===== config.mk =====
export PLATFORM = sky130hd
export DESIGN_NAME = adc_pwr_mode_ctrl
export DESIGN_NICKNAME = d
export VERILOG_FILES = /design/src/rtl/adc_pwr_mode_ctrl.sv
export SDC_FILE = /design/constraint.sdc
export NUM_CORES = 1
export LEC_CHECK = 0
export CORE_MARGIN = 8
export CORE_UTILIZATION = 25
export DETAILED_ROUTE_END_ITERATION = 10
export PLACE_DENSITY_LB_ADDON = 0.08
export RECOVER_POWER = 25
export SLEW_MARGIN = 20
export SYNTH_ARGS = -nofsm -noshare
export SYNTH_HDL_FRONTEND = slang
export SYNTH_SLANG_ARGS = --single-unit

===== constraint.sdc =====
create_clock -name clk -period 2.05 [get_ports clk]
set_clock_uncertainty 0.05 [all_clocks]
set_input_delay 0.205 -clock clk [delete_from_list [all_inputs] [get_ports clk]]
set_output_delay 0.205 -clock clk [all_outputs]
set_load 0.03 [all_outputs]

===== src/rtl/adc_pwr_mode_ctrl.sv =====
module adc_pwr_mode_ctrl (
  input  logic        clk,
  input  logic        rst_n,
  input  logic        pd_pin,
  input  logic        busy,
  input  logic        conv_done,
  input  logic        cmd_pwr_up,
  input  logic        cmd_pwr_down,
  input  logic        cmd_test_mode,
  input  logic        cmd_user_mode,
  output logic        conv_en,
  output logic        conv_abort,
  output logic        data_invalid,
  output logic        test_mode,
  output logic        cfg_default,
  output logic [15:0] status
);

  logic pd_prev, sw_down, pwr_down;
  logic pd_fall, user_ret, sw_down_nx, pwr_down_nx, abort_nx;

  assign pd_fall     = pd_prev & ~pd_pin;
  assign user_ret    = cmd_user_mode & test_mode & ~cmd_test_mode;
  assign sw_down_nx  = cmd_pwr_down ? 1'b1 :
                       (cmd_pwr_up | pd_fall | user_ret) ? 1'b0 : sw_down;
  assign pwr_down_nx = pd_pin | sw_down_nx;
  assign abort_nx    = pwr_down_nx & ~pwr_down & busy;

  always_ff @(posedge clk or negedge rst_n) begin
    if (!rst_n) begin
      pd_prev      <= 1'b0;
      sw_down      <= 1'b0;
      pwr_down     <= 1'b0;
      conv_abort   <= 1'b0;
      data_invalid <= 1'b0;
      test_mode    <= 1'b0;
      cfg_default  <= 1'b0;
    end else begin
      pd_prev     <= pd_pin;
      sw_down     <= sw_down_nx;
      pwr_down    <= pwr_down_nx;
      conv_abort  <= abort_nx;
      cfg_default <= user_ret;
      if (abort_nx)
        data_invalid <= 1'b1;
      else if (conv_done && !pwr_down)
        data_invalid <= 1'b0;
      if (cmd_test_mode)
        test_mode <= 1'b1;
      else if (cmd_user_mode)
        test_mode <= 1'b0;
    end
  end

  assign conv_en = ~pwr_down;
  assign status  = {6'b0, test_mode, 8'b0, pwr_down};

  assert_pin_down_R1: assert property (@(posedge clk) disable iff (!rst_n)
    pd_pin |=> !conv_en);

  assert_sw_down_R3: assert property (@(posedge clk) disable iff (!rst_n)
    cmd_pwr_down |=> (!conv_en && status[0]));

  assert_abort_cause_R5: assert property (@(posedge clk) disable iff (!rst_n)
    conv_abort |-> (!conv_en && $past(conv_en) && $past(busy)));

  assert_abort_single_R5: assert property (@(posedge clk) disable iff (!rst_n)
    conv_abort |=> !conv_abort);

  assert_invalid_rise_R6: assert property (@(posedge clk) disable iff (!rst_n)
    $rose(data_invalid) |-> conv_abort);

  assert_test_enter_R7: assert property (@(posedge clk) disable iff (!rst_n)
    cmd_test_mode |=> status[9]);

  assert_user_return_R8: assert property (@(posedge clk) disable iff (!rst_n)
    cfg_default |-> (!test_mode && $past(test_mode)));

endmodule


* Yosys cells after proc, flatten, opt, wreduce, memory -nomap -nowiden *
Cells that the tools add are included.

operators by class
  reductions and logical operators = 4
  multiplexer cells = 6
  bitwise gates (word level) = 11

operator list
  kind                number
  1-bit two-way mux   6
  1-bit bitwise AND   5
  2-bit nonzero test  2
  1-bit NOT           3
  1-bit OR            3
  1-bit logical AND   1
  1-bit zero test     1

storage, ports and cells
  word-level logic and storage cells = 28
  bits in registers = 7
  input port bits = 9
  output and inout bits = 21

* Depth between registers and ports, before layout *
Gate-level depths: netlist of the first run.

  depth after elaboration = 10
  mapped depth = 3
  gate-level depth less buffers = 3

* Least setup slack after synthesis of the first run *
No wires, ideal clock.

  kind = register to register
  start = reg test_mode
  end = reg data_invalid
  setup slack = 0.810 ns
  period minus slack after synthesis = 1.240 ns
  stages on the path, launching flop included = 4
  path buffers = 0
  library setup time = 0.130 ns
  data arrival time = 1.060 ns
  cell sequence = dfrtp_1 > nand3b_4 > a311oi_2 > o21ai_1

between the ends
  word-level cells in the longest chain between the ends = 9
  elaborated cells on any way between the ends = 10
  those cells by class = mux: 3; bitwise: 6; reduce/logical: 1

ends and longest elaborated chain
  what                                                     RTL line  text
  from (decl)                                              14        output logic test_mode,
  from (signal assigned)                                   36        test_mode <= 1'b0;
  from (signal assigned)                                   49        test_mode <= 1'b1;
  from (signal assigned)                                   51        test_mode <= 1'b0;
  1-bit bitwise AND * (2 in series)                        23        assign user_ret = cmd_user_mode & test_mode & ~cmd_test_mode;
  1-bit OR *                                               25        (cmd_pwr_up | pd_fall | user_ret) ? 1'b0 : sw_down;
  1-bit two-way mux *                                      25
  1-bit two-way mux *                                      24        assign sw_down_nx = cmd_pwr_down ? 1'b1 :
  1-bit OR *                                               26        assign pwr_down_nx = pd_pin | sw_down_nx;
  1-bit bitwise AND * (2 in series)                        27        assign abort_nx = pwr_down_nx & ~pwr_down & busy;
  1-bit two-way mux or 2-bit nonzero test (tied branches)  --
  to (signal assigned)                                     35        data_invalid <= 1'b0;
  to (signal assigned)                                     45        data_invalid <= 1'b1;
  to (signal assigned)                                     47        data_invalid <= 1'b0;
  to (decl)                                                13        output logic data_invalid,

Mark *: on every way between the ends. The rest lies on a longest branch, timed or not.
A chain may end at the register's enable or synchronous reset.

* Worst setup path after layout of the first run *
  start = reg test_mode
  end = out test_mode

No word-level cell between the ends.

==> results of run 1 <==
[cells in the final DEF, fill, tap and decap left out, drive strengths merged]
cell,netlist,final
dfrtp,7,7
a21o,1,1
conb,1,14
nor2,2,2
inv,6,6
clkbuf,0,4
clkdlybuf4s50,0,14
nand2b,1,1
o21ai,2,2
nand2,1,1
dlygate4sd3,0,1
a311oi,1,1
a41o,1,1
nand3b,1,1
[synthesized netlist by cell type, drive strengths merged]
cell     n
a21o     1
a311oi   1
a41o     1
buf     16
conb     1
dfrtp    7
inv      6
nand2    1
nand2b   1
nand3b   1
nor2     2
o21ai    2
[power groups by stage]
stage                     clock, mW  combinational, mW  sequential (mW)
final                         0.122              0.113            0.155
after global routing          0.139              0.120            0.156
after CTS                     0.130              0.114            0.155
after detailed placement          0              0.113            0.158
after global placement            0              0.114            0.157
after floorplan                   0             0.0795            0.171
[per-layer routing]
layer | track usage | up-vias
li1 | - | 124
met3 | 0.05936 | 0
met4 | 0.01031 | 0
met2 | 0.06339 | 20
met1 | 0.05290 | 109
met5 | 0 | -
[final cells by class]
type,instances,area share
Sequential cell,7,0.3310
Inverter,6,0.04255
Clock buffer,4,0.04965
Timing Repair Buffer,15,0.2837
Multi-Input combinational cell,24,0.2553
Tap cell,16,0.03783
[path summary, 6_finish.rpt]
check,cells past startpoint,end,start
setup / recovery,1,test_mode,test_mode
hold / removal,1,conv_abort,rst_n
setup reg to reg,3,data_invalid,test_mode
hold reg to reg,2,data_invalid,data_invalid
max in group asynchronous,1,test_mode,rst_n
min in group clk,1,pd_prev,pd_pin
[state kept, by name, summed over array words and instances, names as in the netlist]
register	count
test_mode	1
cfg_default	1
conv_abort	1
sw_down	1
data_invalid	1
pwr_down	1
pd_prev	1
[logic make-up (layout without fill, tap and decap cells)]
| family | after synthesis | count (layout) | synth area share |
|---|---|---|---|
| buf+inv | 22 | 25 | 0.3529 |
| compound gates | 5 | 5 | 0.1114 |
| simple gates | 5 | 5 | 0.09289 |
| other cells | 1 | 14 | 0.009279 |
| flops | 7 | 7 | 0.4334 |
==> impl_results.md, run 1 <==
- Status: finished clean
- Min Hold Slack: 0.2400 ns
- Core area: 0.001506 sq mm
- Final Setup Violations: 0
- WL final: 760 um
- CTS clk-pin slew, worst paths: 0.05 ns
- Top layer used by detailed routing: met3
- Syn_area_per_cell: 10.10 sq um
- Yosys cell types: 13
- Cts hold-fix bufs: 0
- Sw frac: 0.3266
- M1 WL: 295 um
- CTS tree: yes
- Req. time, crit path: between 1.5 and 2 ns
- Die footprint: between 0.003 and 0.004 sq mm
- Vias: 253
- Crit path cell chain: clkdlybuf4s50_1
- Leakage: around 0.27 nW
- Post CTS Setup Buffer Count: 0
- Combinational fraction of design power: 0.289
- Slew Viols, Final: 0
- PnR worst setup slack: about 0.42 ns
- Netlist Area Pre-Place: 404.1 sq um
- Clock network fraction of total power: 0.313
- Largest net degree at the start of global routing: 8
- YS warnings: 0
- Cell taking the most area after synthesis: dfrtp_1
- Fin crit share: 0.7935
- Worst-path fanout max: 4
- Max-cap violations: 0
- Initial DRC count: 2
- Placement Rows: 14
- DP Worst Slack: slightly above 0.6 ns
- Placed Cells: ~70
- Vias in the first global route: 294
- GRT Overall Usage: 0.05021
- Post-DR wirelength/cell: 10.56 um
- # port buffers: 15
- Seq pwr share: 0.398
- Post_cts resized: 0
- Non-filler instance count after layout: 72
- Minimum clock period: 1.627 ns
- Critical Path End Type: output pin
- Layout net count: 66
- Setup CP Type: flip-flop to output pin
- Routed met2 length: between 300 and 400 um
- Post-route DRC: 0
- HPWL Detailed: between 600 and 700 um
- First-pass GRT wire length: ~1300 um
- IO Pins: 30
- Crit path arrival time: around 1.4 ns
- Placed Area: 503.0 sq um
- CP max stage delay: 0.70 ns
- Synth Instances: 40
- Routed met3 length: 127 um
- Initial antenna violation count: 0
- Area growth syn-to-layout: 30.96%
- Slowest stage cell, crit path: clkdlybuf4s50_1
- CTS Buf Count: 3
- H-Tree Depth: 1
- Top cells by area, synth: dfrtp_1, buf_4, inv_1, nand3b_4, a311oi_2
- WP buf/inv: 1
- Fin util: 0.3513
- Internal Power: 262.2 uW
- Diode count: 0
- PD cells: 735.6 mW/mm^2
- DR pass1 iterations: 2
- Max Fclk: 0.6148 GHz
- HP Class: input pin to async pin
- Fraction of layout cells with a size suffix above 1: 0.1250
- Seq. cell area: ~180 sq um
- Final TNS setup: 0 ns
- Final ANT Viol Nets: 0
- Worst skew pair latency: 0.25 ns
- Fin area: 529.3 sq um
- Vias/cell: ~3.5
- Sequential area share after synthesis: 0.4334
- Maximum clock path buffer count: 2
- CTS root buf: clkbuf_4
- Unrepaired setup endpoints after global routing: no
- Final Power: between 300 and 400 uW
- Clk sinks: 7
- Startpoint class of the critical path: flip-flop
- Final hold violations: 0
- Top-area cell type share of the netlist area: 0.4334
- Worst vdd ir: ~0.42 mV
- Gpl congestion: 0.6328
- Sw power: 127.1 uW
- R2r setup slk: around 0.95 ns
- FILL cells: 165
- Grt ovf: 0
- Die Width: 56.21 um
- Delay-heaviest family, CP: buffers and inverters
- Die H: 56.21 um
- Multi-input logic area: approximately 140 sq um
- Initial Util: 0.2683
- #FFs+latches synth: 7
(Power assumes the default switching activity.)
==> run 2: changes to the inputs <==
==> constraint.sdc (replaced) <==
create_clock -name clk -period 1.65 [get_ports clk]
set_clock_uncertainty 0.05 [all_clocks]
set_input_delay 0.165 -clock clk [delete_from_list [all_inputs] [get_ports clk]]
set_output_delay 0.165 -clock clk [all_outputs]
set_load 0.03 [all_outputs]
==> run 2 against run 1 <==
  * Sequential power is 25% higher
  * Setup slack got worse by 0.36 ns
  * Global-route usage down 0.052 points
  * Sequential share of layout area unchanged
  * Flip-flop and latch count unchanged
  * Via count is 2.4% higher
  * Largest power group unchanged
  * Highest routed layer is now met4
==> impl_results.md, run 2 (synthesis gave the netlist of run 1 again) <==
- Initial DRC count: 3
- Vias in the first global route: 297
- Fin area: 529.3 sq um
- HP Class: input pin to async pin
- Placement Rows: 14
- Final ANT Viol Nets: 0
- HPWL Detailed: 667.8 um
- Sw frac: 0.3251
- Vias: between 200 and 300
- DR pass1 iterations: 2
- Delay-heaviest family, CP: buffers and inverters
- Status: finished clean
- Seq pwr share: 0.399
- Layout net count: 66
- Post-route DRC: 0
- H-Tree Depth: 1
- Max-cap violations: 0
- CTS clk-pin slew, worst paths: 0.05 ns
- Gpl congestion: 0.6454
- CP max stage delay: just over 0.7 ns
- Grt ovf: 0
- Internal Power: 325.6 uW
- Diode count: 0
- Worst-path fanout max: 4
- Initial antenna violation count: 0
- Most frequent cells in the layout: conb_1, clkdlybuf4s50_1, dfrtp_1
- WL final: about 750 um
- Worst vdd ir: 0.2962 mV
- Core area: 0.001506 sq mm
- # port buffers: 15
- Unrepaired setup endpoints after global routing: no
- R2r setup slk: 0.54 ns
- Slowest stage cell, crit path: clkdlybuf4s50_1
- Routed met3 length: 111 um
- Top layer used by detailed routing: met4
- Startpoint class of the critical path: flip-flop
- IO Pins: 30
- Crit path arrival time: 1.37 ns
- Fin crit share: 0.9593
- Clk sinks: 7
- Req. time, crit path: 1.43 ns
- Die H: 56.21 um
- Combinational fraction of design power: 0.290
- PD cells: 911.7 mW/mm^2
- Placed Area: 503.0 sq um
- Post CTS Setup Buffer Count: 0
- Leakage: 0.2730 nW
- Max Fclk: 0.6318 GHz
- Final Setup Violations: 0
- Final hold violations: 0
- Largest net degree at the start of global routing: 8
- Routed met2 length: ~320 um
- Minimum clock period: 1.583 ns
- First-pass GRT wire length: ~1200 um
- Final TNS setup: 0 ns
- Placed Cells: 68
- Sw power: about 160 uW
- Post-DR wirelength/cell: 10.42 um
- Non-filler instance count after layout: 72
- Cts hold-fix bufs: 0
- Initial Util: 0.2683
- Post_cts resized: 0
- CTS tree: yes
- M1 WL: between 300 and 400 um
- Slew Viols, Final: 0
- Crit path cell chain: clkdlybuf4s50_1
- Clock network fraction of total power: 0.310
- Vias/cell: 3.597
- Die Width: 56.21 um
- CTS root buf: clkbuf_4
- Critical Path End Type: output pin
- WP buf/inv: 1
- Worst skew pair latency: 0.24 ns
- Area growth syn-to-layout: 30.96%
- GRT Overall Usage: 0.04968
- Fraction of layout cells with a size suffix above 1: 0.1250
- Setup CP Type: flip-flop to output pin
- Maximum clock path buffer count: 2
- Die footprint: 0.003159 sq mm
- CTS Buf Count: 3
## run 2: cell counts in the layout (fill, tap and decap cells not counted)
Identical to the previous run, type by type.
## run 2: through the flow
step | setup WS, ns | hold WS [ns] | utilization | total power [mW]
after floorplan | 0.4097 | -0.1806 | - | 0.3116
after global placement | 0.2686 | 0.4048 | 0.3339 | 0.3366
after detailed placement | 0.2502 | 0.3992 | 0.3339 | 0.3365
after CTS | 0.05179 | 0.1346 | 0.3513 | 0.4921
after global routing | 0.01289 | 0.2138 | 0.3513 | 0.5143
final | 0.06720 | 0.2014 | 0.3513 | 0.4825
## run 2: worst paths after layout
path                            cells past startpoint         start            to
worst min-delay path                                1         rst_n       sw_down
worst min register to register                      2  data_invalid  data_invalid
max in group asynchronous                           1         rst_n       pd_prev
worst max register to register                      3     test_mode  data_invalid
worst max-delay path                                1     test_mode     test_mode
min in group clk                                    1        pd_pin       pd_prev
## run 2: metal layers
layer,global-route usage,vias up
met5,0,-
li1,-,125
met3,0.04110,2
met2,0.06498,18
met4,0.04124,0
met1,0.04884,114
## run 2: cell type report
cell class,instances,area [sq um]
timing repair buffer,15,150.1
sequential,7,175.2
fill,161,977.2
clock buffer,4,26.28
tap,16,20.02
multi-input combinational,24,135.1
inverter,6,22.52
## run 2: power by group through the flow
stage                     clock network [mW]  logic [mW]  registers (mW)
final                                  0.150       0.140           0.193
after global routing                   0.170       0.150           0.194
after CTS                              0.158       0.141           0.193
after detailed placement                   0       0.141           0.195
after global placement                     0       0.141           0.195
after floorplan                            0      0.0987           0.213
==> run 3: changes to the inputs <==
--- a/config.mk
+++ b/config.mk
@@ -10,7 +10,6 @@
 export DETAILED_ROUTE_END_ITERATION = 10
 export PLACE_DENSITY_LB_ADDON = 0.08
 export RECOVER_POWER = 25
-export SLEW_MARGIN = 20
 export SYNTH_ARGS = -nofsm -noshare
 export SYNTH_HDL_FRONTEND = slang
 export SYNTH_SLANG_ARGS = --single-unit
==> constraint.sdc (replaced) <==
create_clock -name clk -period 1.7 [get_ports clk]
set_clock_uncertainty 0.05 [all_clocks]
set_input_delay 0.17 -clock clk [delete_from_list [all_inputs] [get_ports clk]]
set_output_delay 0.17 -clock clk [all_outputs]
set_load 0.03 [all_outputs]
==> run 3 against run 2 <==
  * Highest routed layer unchanged
  * Die area is the same
  * Critical endpoint unchanged
  * Non-clock buffer count is the same
  * Combinational power shrank 3%
  * Via count shrank 0.77%
==> impl_results.md, run 3 (synthesis gave the netlist of run 1 again) <==
- HP Class: input pin to async pin
- Die footprint: 0.003159 sq mm
- CTS tree: yes
- Die H: 56.21 um
- Clk sinks: 7
- Crit path cell chain: clkdlybuf4s50_1
- Placed Cells: 68
- FILL cells: 167
- Seq. cell area: ~180 sq um
- WL final: 783 um
- IO Pins: 30
- Crit path depth: 1
- CTS root buf: clkbuf_4
- Max Fclk: roughly 0.62 GHz
- Post-route DRC: 0
- CP max stage delay: 0.71 ns
- Most frequent cells in the layout: conb_1, clkdlybuf4s50_1, dfrtp_1
- Final Setup Violations: 0
- Final hold violations: 0
- H-Tree Depth: 1
- Final TNS setup: 0 ns
- Final ANT Viol Nets: 0
- Crit path to: test_mode
- Origin of the critical flop-to-flop path: test_mode
- Setup CP Type: flip-flop to output pin
- Initial Util: 0.2683
- Placement Rows: 14
- Die Width: between 50 and 60 um
- Post CTS Setup Buffer Count: 0
- Crit path arrival time: 1.39 ns
- Core area: 0.001506 sq mm
- Vias in the first global route: 284
- Cts hold-fix bufs: 0
- Fin util: 0.3513
- Grt ovf: 0
- Post_cts resized: 0
- GRT Overall Usage: 0.05068
- Slew Viols, Final: 0
- Worst vdd ir: 0.3994 mV
- Leakage: 0.2730 nW
- Initial DRC count: 4
- Unrepaired setup endpoints after global routing: no
- Fin crit share: 0.9466
- First-pass GRT wire length: 1242 um
- Maximum clock path buffer count: 2
- Post-DR wirelength/cell: 10.88 um
- RR Endpoint: data_invalid
- Gpl congestion: 0.6565
- Slowest stage cell, crit path: clkdlybuf4s50_1
- HPWL Detailed: 667.7 um
- Min Hold Slack: 0.2004 ns
- R2R depth: 3
- Final Power: about 480 uW
- Largest net degree at the start of global routing: 8
- Initial antenna violation count: 0
- CTS Buf Count: 3
- Worst skew pair latency: about 0.25 ns
- Max-cap violations: 0
- Diode count: 0
- CTS clk-pin slew, worst paths: about 0.050 ns
- Startpoint class of the critical path: flip-flop
- PD cells: around 900 mW/mm^2
- Vias: 257
- Worst-path fanout max: 4
- Fraction of layout cells with a size suffix above 1: 0.1250
- R2r setup slk: around 0.60 ns
- Multi-input logic area: around 140 sq um
- Status: finished clean
- Minimum clock period: 1.609 ns
- Req. time, crit path: about 1.5 ns
- # port buffers: 15
- Area growth syn-to-layout: 30.96%
- DR pass1 iterations: 2
- Layout net count: 66
- Worst Setup SP: test_mode
- WP buf/inv: 1
- Delay-heaviest family, CP: buffers and inverters
- Vias/cell: 3.569
- Critical Path End Type: output pin
- Non-filler instance count after layout: 72
[run 3: area by class of cell]
cell class / count / share of cell area
tap: 16 / 0.03783
timing repair buffer: 15 / 0.2837
sequential: 7 / 0.3310
multi-input combinational: 24 / 0.2553
clock buffer: 4 / 0.04965
inverter: 6 / 0.04255
[run 3: report_power, final]
| part | switching (mW) | leakage (nW) | internal [mW] |
|---|---|---|---|
| Combinational | 0.0892 | 0.175 | 0.0473 |
| Clock | 0.0627 | 0.0150 | 0.0897 |
| Sequential | 0.00765 | 0.0825 | 0.179 |
| Total | 0.160 | 0.273 | 0.316 |
[run 3: how the worst min path moves through the flow]
| stage | from | endpoint | slack, ns | depth (start not counted) |
|---|---|---|---|---|
| after floorplan | rst_n | cfg_default | -0.18 | 0 |
| after global placement | rst_n | conv_abort | 0.41 | 1 |
| after detailed placement | rst_n | cfg_default | 0.41 | 1 |
| after CTS | rst_n | data_invalid | 0.14 | 1 |
| after global routing | rst_n | data_invalid | 0.22 | 1 |
| final | rst_n | cfg_default | 0.20 | 1 |
[run 3: metal layers]
layer,share of wire,track usage,wire length [um]
met2,0.41,0.06498,318
met4,0.017,0.03093,13
met3,0.16,0.05023,129
met1,0.41,0.05039,322
met5,0,0,0
[run 3: through the flow]
stage,setup WS (ns),instance area (sq um)
CTS,0.07820,529.3
finish,0.09084,529.3
global placement,0.3270,503.0
global route,0.04749,529.3
floorplan,0.4597,452.9
detailed placement,0.3077,503.0
